[src/rtl/segxl_pkg.sv]
package segxl_pkg;

    localparam int ADDR_W   = 32;
    localparam int LIM_W    = 20;
    localparam int GRAN_SH  = ADDR_W - LIM_W;
    localparam int NUM_DESC = 8;
    localparam int NUM_SREG = 4;
    localparam int IDX_W    = $clog2(NUM_DESC);
    localparam int SREG_W   = $clog2(NUM_SREG);

    typedef enum logic [1:0] {
        FLT_NONE   = 2'd0,
        FLT_ABSENT = 2'd1,
        FLT_LIMIT  = 2'd2,
        FLT_SPAN   = 2'd3
    } fault_e;

    typedef struct packed {
        logic              present;
        logic              span_bad;
        logic [ADDR_W-1:0] base;
        logic [ADDR_W-1:0] limit;
    } desc_t;

    typedef struct packed {
        fault_e            fault;
        logic [ADDR_W-1:0] linear;
    } result_t;

    // Expand the compact limit encoding to a full-width byte limit.
    function automatic logic [ADDR_W-1:0] expand_limit(
        input logic [LIM_W-1:0] raw,
        input logic             gran
    );
        logic [ADDR_W-1:0] lim;
        if (gran)
            lim = {raw, {GRAN_SH{1'b1}}};
        else
            lim = {{GRAN_SH{1'b0}}, raw};
        return lim;
    endfunction

    // True when the last byte of the segment lies beyond the linear space.
    function automatic logic span_overflows(
        input logic [ADDR_W-1:0] base,
        input logic [ADDR_W-1:0] lim
    );
        logic [ADDR_W:0] sum;
        sum = {1'b0, base} + {1'b0, lim};
        return sum[ADDR_W];
    endfunction

endpackage

[src/rtl/segxl_desc_table.sv]
module segxl_desc_table
    import segxl_pkg::*;
(
    input  logic              clk,
    input  logic              rst,
    input  logic              wr_en,
    input  logic [IDX_W-1:0]  wr_idx,
    input  logic [ADDR_W-1:0] wr_base,
    input  logic [LIM_W-1:0]  wr_lim_raw,
    input  logic              wr_gran,
    input  logic              wr_present,
    input  logic [IDX_W-1:0]  rd_idx,
    output desc_t             rd_desc
);

    desc_t             entry [NUM_DESC];
    desc_t             incoming;
    logic [ADDR_W-1:0] new_lim;

    always_comb begin
        new_lim           = expand_limit(wr_lim_raw, wr_gran);
        incoming.present  = wr_present;
        incoming.base     = wr_base;
        incoming.limit    = new_lim;
        incoming.span_bad = span_overflows(wr_base, new_lim);
    end

    for (genvar g = 0; g < NUM_DESC; g++) begin : g_entry
        always_ff @(posedge clk) begin
            if (rst)
                entry[g] <= '0;
            else if (wr_en && wr_idx == IDX_W'(g))
                entry[g] <= incoming;
        end
    end

    assign rd_desc = entry[rd_idx];

endmodule

[src/rtl/segxl_sreg_bank.sv]
module segxl_sreg_bank
    import segxl_pkg::*;
(
    input  logic              clk,
    input  logic              rst,
    input  logic              ld_en,
    input  logic [SREG_W-1:0] ld_id,
    input  logic [IDX_W-1:0]  ld_sel,
    input  logic [SREG_W-1:0] rd_id,
    output logic [IDX_W-1:0]  rd_sel
);

    logic [IDX_W-1:0] sel_q [NUM_SREG];

    for (genvar g = 0; g < NUM_SREG; g++) begin : g_sreg
        always_ff @(posedge clk) begin
            if (rst)
                sel_q[g] <= '0;
            else if (ld_en && ld_id == SREG_W'(g))
                sel_q[g] <= ld_sel;
        end
    end

    assign rd_sel = sel_q[rd_id];

endmodule

[src/rtl/segxl_check.sv]
module segxl_check
    import segxl_pkg::*;
(
    input  desc_t             desc,
    input  logic [ADDR_W-1:0] offset,
    output result_t           res
);

    logic [ADDR_W-1:0] sum;
    logic              over_limit;

    always_comb begin
        sum        = desc.base + offset;
        over_limit = offset > desc.limit;
        if (!desc.present)
            res.fault = FLT_ABSENT;
        else if (over_limit)
            res.fault = FLT_LIMIT;
        else if (desc.span_bad)
            res.fault = FLT_SPAN;
        else
            res.fault = FLT_NONE;
        res.linear = (res.fault == FLT_NONE) ? sum : '0;
    end

endmodule

[src/rtl/segxl_translate.sv]
module segxl_translate
    import segxl_pkg::*;
(
    input  logic              clk,
    input  logic              rst,
    input  logic              desc_we,
    input  logic [IDX_W-1:0]  desc_idx,
    input  logic [ADDR_W-1:0] desc_base,
    input  logic [LIM_W-1:0]  desc_lim_raw,
    input  logic              desc_scale,
    input  logic              desc_present,
    input  logic              sreg_we,
    input  logic [SREG_W-1:0] sreg_id,
    input  logic [IDX_W-1:0]  sreg_sel,
    input  logic              req_valid,
    output logic              req_ready,
    input  logic [SREG_W-1:0] req_seg,
    input  logic [ADDR_W-1:0] req_offset,
    output logic              rsp_valid,
    input  logic              rsp_ready,
    output logic [ADDR_W-1:0] rsp_linear,
    output logic [1:0]        rsp_fault
);

    logic [IDX_W-1:0] cur_sel;
    desc_t            cur_desc;
    result_t          comb_res;
    result_t          res_q;
    logic             valid_q;
    logic             accept;

    segxl_sreg_bank u_sregs (
        .clk    (clk),
        .rst    (rst),
        .ld_en  (sreg_we),
        .ld_id  (sreg_id),
        .ld_sel (sreg_sel),
        .rd_id  (req_seg),
        .rd_sel (cur_sel)
    );

    segxl_desc_table u_table (
        .clk        (clk),
        .rst        (rst),
        .wr_en      (desc_we),
        .wr_idx     (desc_idx),
        .wr_base    (desc_base),
        .wr_lim_raw (desc_lim_raw),
        .wr_gran    (desc_scale),
        .wr_present (desc_present),
        .rd_idx     (cur_sel),
        .rd_desc    (cur_desc)
    );

    segxl_check u_check (
        .desc   (cur_desc),
        .offset (req_offset),
        .res    (comb_res)
    );

    assign req_ready = !valid_q || rsp_ready;
    assign accept    = req_valid && req_ready;

    always_ff @(posedge clk) begin
        if (rst) begin
            valid_q      <= 1'b0;
            res_q.fault  <= FLT_NONE;
            res_q.linear <= '0;
        end else if (accept) begin
            valid_q <= 1'b1;
            res_q   <= comb_res;
        end else if (rsp_ready) begin
            valid_q <= 1'b0;
        end
    end

    assign rsp_valid  = valid_q;
    assign rsp_linear = res_q.linear;
    assign rsp_fault  = res_q.fault;

endmodule

[config.mk]
export PLATFORM = sky130hd
export DESIGN_NAME = segxl_translate
export DESIGN_NICKNAME = d
export VERILOG_FILES = /design/src/rtl/segxl_pkg.sv /design/src/rtl/segxl_desc_table.sv /design/src/rtl/segxl_sreg_bank.sv /design/src/rtl/segxl_check.sv /design/src/rtl/segxl_translate.sv
export SDC_FILE = /design/constraint.sdc
export NUM_CORES = 1
export LEC_CHECK = 0
export BUFFER_PORTS_ARGS = -buffer_cell sky130_fd_sc_hd__buf_2
export CAP_MARGIN = 10
export CORE_ASPECT_RATIO = 1.5
export CORE_UTILIZATION = 60
export CTS_BUF_LIST = sky130_fd_sc_hd__clkbuf_8
export CTS_CLUSTER_DIAMETER = 80
export DETAILED_ROUTE_END_ITERATION = 10
export HOLD_SLACK_MARGIN = 0.05
export PLACE_DENSITY = 0.78
export RECOVER_POWER = 25
export SYNTH_ARGS = -nofsm -noshare
export SYNTH_HDL_FRONTEND = slang
export SYNTH_HIERARCHICAL = 1
export SYNTH_SLANG_ARGS = --single-unit
[constraint.sdc]
create_clock -name clk -period 6.4 [get_ports clk]
set_input_delay 1.28 -clock clk [delete_from_list [all_inputs] [get_ports clk]]
set_output_delay 1.28 -clock clk [all_outputs]
set_load 0.02 [all_outputs]
==> results.py <==
metrics = {
    "logic_synthesis": {
        "syn-num-nets": 2318,
        "synth_cell_types": 63,
        "yosys.area_share.simple": 0.133,
        "synth_compound_area_frac": 0.0594,
        "yosys.area_share.xor_xnor": 0.00823,
        "yosys_warnings": 6,
        "synth_flop_cell": "edfxtp_1",
        "muxShareOfSynthArea": 0.135,
        "avgSynthCellArea_um2": 13.5,
        "synthCells": 2121,
        "async_flop_share": 0,
        "ys_seq_area_frac": 0.589,
        "synth_edf_count": 540,
        "synth_adder_area_share": 0.0416,
        "synth.cell_area_mm2": 0.0287,
        "ys_ff_latch": 575,
        "synth_top_family_by_area": "multiplexers",
    },
    "clock_network": {
        "post_cts_resized": 0,
        "cts_root_buf": "clkbuf_8",
        "cts_tree": "done",
        "cts_max_level": 3,
        "post_cts_buffers": 0,
        "clock_path_buffers": 3,
        "hold_buffers": 0,
        "clk_latency_ps": 660,
        "cts_num_sinks": 575,
        "clk_pin_slew_worst_paths_ps": 60,
        "numCtsBuffers": 86,
    },
    "timing": {
        "hold_violations": 0,
        "setup-violations-final": 0,
        "slew_viol_final": 282,
        "rsz0062_at_grt": "false",
        "setup_ws_ps": 546,
        "slew_headroom": -1.14,
        "worst_pin_slew_ps": 3220,
        "fmax_mhz": 171,
        "clock_skew_ps": 30.5,
        "timing.final.crit_period_ps": 5850,
        "final.period_utilization": 0.915,
        "finalSetupTns_ps": 0,
    },
    "run_status": {
        "violations": "max-capacitance violations, max-slew violations",
        "outcome": "finished with violations",
    },
    "drt": {
        "drcViolationCount": 0,
        "drt-met1-wl_um": 27200,
        "drtIter0Drc": 2111,
        "ant_nets": 0,
        "wl_per_cell_um": 25.9,
        "wl_um": 76500,
        "drt_pre_antenna_iters": 5,
        "top_layer": "met5",
        "vias_per_cell": 6.50,
        "met2_length_um": 37400,
        "routed-via-count": 19200,
        "wl_met3_um": 8270,
    },
    "final_layout": {
        "finish.utilization": 0.676,
        "final_area_mm2": 0.0318,
        "syn2layout_area_growth_pct": 10.6,
        "drive_above_1_share": 0.238,
        "layout.nets": 2478,
    },
    "place": {
        "dp_slack_ps": -39.1,
        "post_dp_cell_area_mm2": 0.0302,
        "place.gp.congestion": 0.883,
        "dp_hpwl_um": 47400,
        "port_buffers": 137,
    },
    "critical_path": {
        "cp_max_fo": 31,
        "crit_buf_inv": 5,
        "cp.required_ps": 6780,
        "crit_family": "multiplexers",
        "crit_chain": "buf_2, mux4_4, buf_12, buf_12, mux4_2, mux2_2, ha_1, fa_1, a21oi_1, nand4b_1, a21oi_1, o21ai_0, buf_4, a31o_2, o2111ai_1, buf_4, a21oi_1, xnor2_1, nor2_1, nand3_1, a21oi_2",
        "slowest_delay_ps": 870,
        "end_kind": "flop",
        "crit_top_cell": "a21oi_1",
        "worst-endpoint-arrival_ps": 6240,
        "slowest_stage": "mux4_4",
        "critPathKind": "in2reg",
        "cp-start-kind": "input pin",
    },
    "global_route": {
        "grt_first_pass_wirelength_um": 114000,
        "track_usage": 0.316,
        "grt_pass1_vias": 19600,
        "grt_max_degree": 105,
        "overflow": 0,
        "grt_antenna_before_repair": 7,
    },
    "power": {
        "peakVddDrop_mv": 0.197,
        "power.total_w": 0.00926,
        "power.leakage_nw": 12.5,
        "power_density_mw_per_mm2": 292,
    },
    "floorplanning": {
        "die-width_um": 181,
        "row_count": 97,
        "coreArea_mm2": 0.0470,
        "start_util": 0.612,
        "die_h_um": 270,
        "pin_count": 138,
        "dieArea_mm2": 0.0488,
    },
    "min_path": {
        "hold_path_class": "reg2reg",
    },
    "job": {
        "drv_cap": 6,
    },
}
per-stage QoR:
stage	hold slack, ps	cells
6_report	581	2951
5_1_grt	598	2951
4_1_cts	578	2945
3_5_place_dp	561	2787
3_3_place_gp	567	2787
2_1_floorplan	656	2121
where the power goes:
part	internal (W)	switching [W]
logic	0.000837	0.00109
registers	0.00436	0.0000705
clock network	0.00146	0.00144
synth_stat cells, types with 14 or more instances:
cell / instances / area share
mux4_2: 132 / 0.10
ha_1: 94 / 0.041
a21bo_1: 34 / 0.012
a21oi_1: 63 / 0.011
a21o_1: 29 / 0.0076
dfxtp_1: 35 / 0.024
nor2_1: 328 / 0.043
buf_6: 15 / 0.0059
and2_1: 68 / 0.015
clkbuf_1: 85 / 0.011
and3_1: 201 / 0.044
buf_2: 38 / 0.0066
inv_1: 75 / 0.0098
mux2_2: 66 / 0.026
nand2_1: 51 / 0.0067
edfxtp_1: 540 / 0.56
nand3_1: 48 / 0.0084
o21ai_0: 19 / 0.0033
nand4_1: 16 / 0.0035
a21oi_2: 34 / 0.010
xor2_1: 14 / 0.0043
worst min-delay path, cell delays in order (launching register included):
cell	delay, ps
dfxtp_1	310
a21bo_1	180
a21oi_2	50
per-layer routing:
metal / up-vias / global-route usage
li1: 8308 / -
met1: 9392 / 0.392
met2: 1243 / 0.524
met3: 223 / 0.0630
met4: 2 / 0.165
met5: - / 0
flip-flops by register name, indices dropped and copies added, names as in the netlist:
signal,count
rsp_linear,32
rsp_fault,2
u_table/entry,528
u_sregs/sel_q,12
rsp_valid,1
layout make-up:
type	instances	area, um^2
diodes	6	15.0
fillers	3295	15200
multi-input cells	1328	10900
well taps	594	743
inverters	75	282
clock inverters	70	425
flip-flops and latches	575	16900
repair buffers	215	1270
clock buffers	88	1210
final timing paths:
kind	slack, ps	start	endpoint	cells past startpoint
min	580	rsp_linear[4]	rsp_linear[4]	2
max reg2reg	950	u_sregs/sel_q[0][0]	rsp_linear[24]	20
max	550	req_seg[0]	rsp_linear[24]	21
min reg2reg	580	rsp_linear[4]	rsp_linear[4]	2
layout by cell type (no fill, tap or decap), types with 8 or more instances in the layout:
cell type,n
mux2_2,66
buf_4,69
nand4_1,16
and2_0,16
clkinv_1,19
a21bo_1,34
edfxtp_1,540
a211oi_1,10
inv_1,94
a21oi_1,63
and3_1,201
mux4_2,132
a21oi_2,34
ha_1,94
clkinv_2,20
clkbuf_1,41
nor2_1,326
xnor2_1,13
nor2b_1,9
nand3_1,48
xor2_1,14
and2_1,52
clkbuf_8,88
o21ai_0,19
nor3_1,11
mux2i_1,8
buf_2,99
nand2_1,45
a21o_1,26
dfxtp_1,35
cells by family (layout without fill, tap and decap cells):
group                      count (synthesis)  in the layout
AOI/OAI and AO/OA                        232            232
other                                      0              6
and+or+nand+nor                          765            765
muxes                                    209            209
xor gates and xnor gates                  27             27
DFF                                      575            575
buffers and inverters                    218            448
adders and majority gates                 95             95
(Power assumes the default switching activity.)
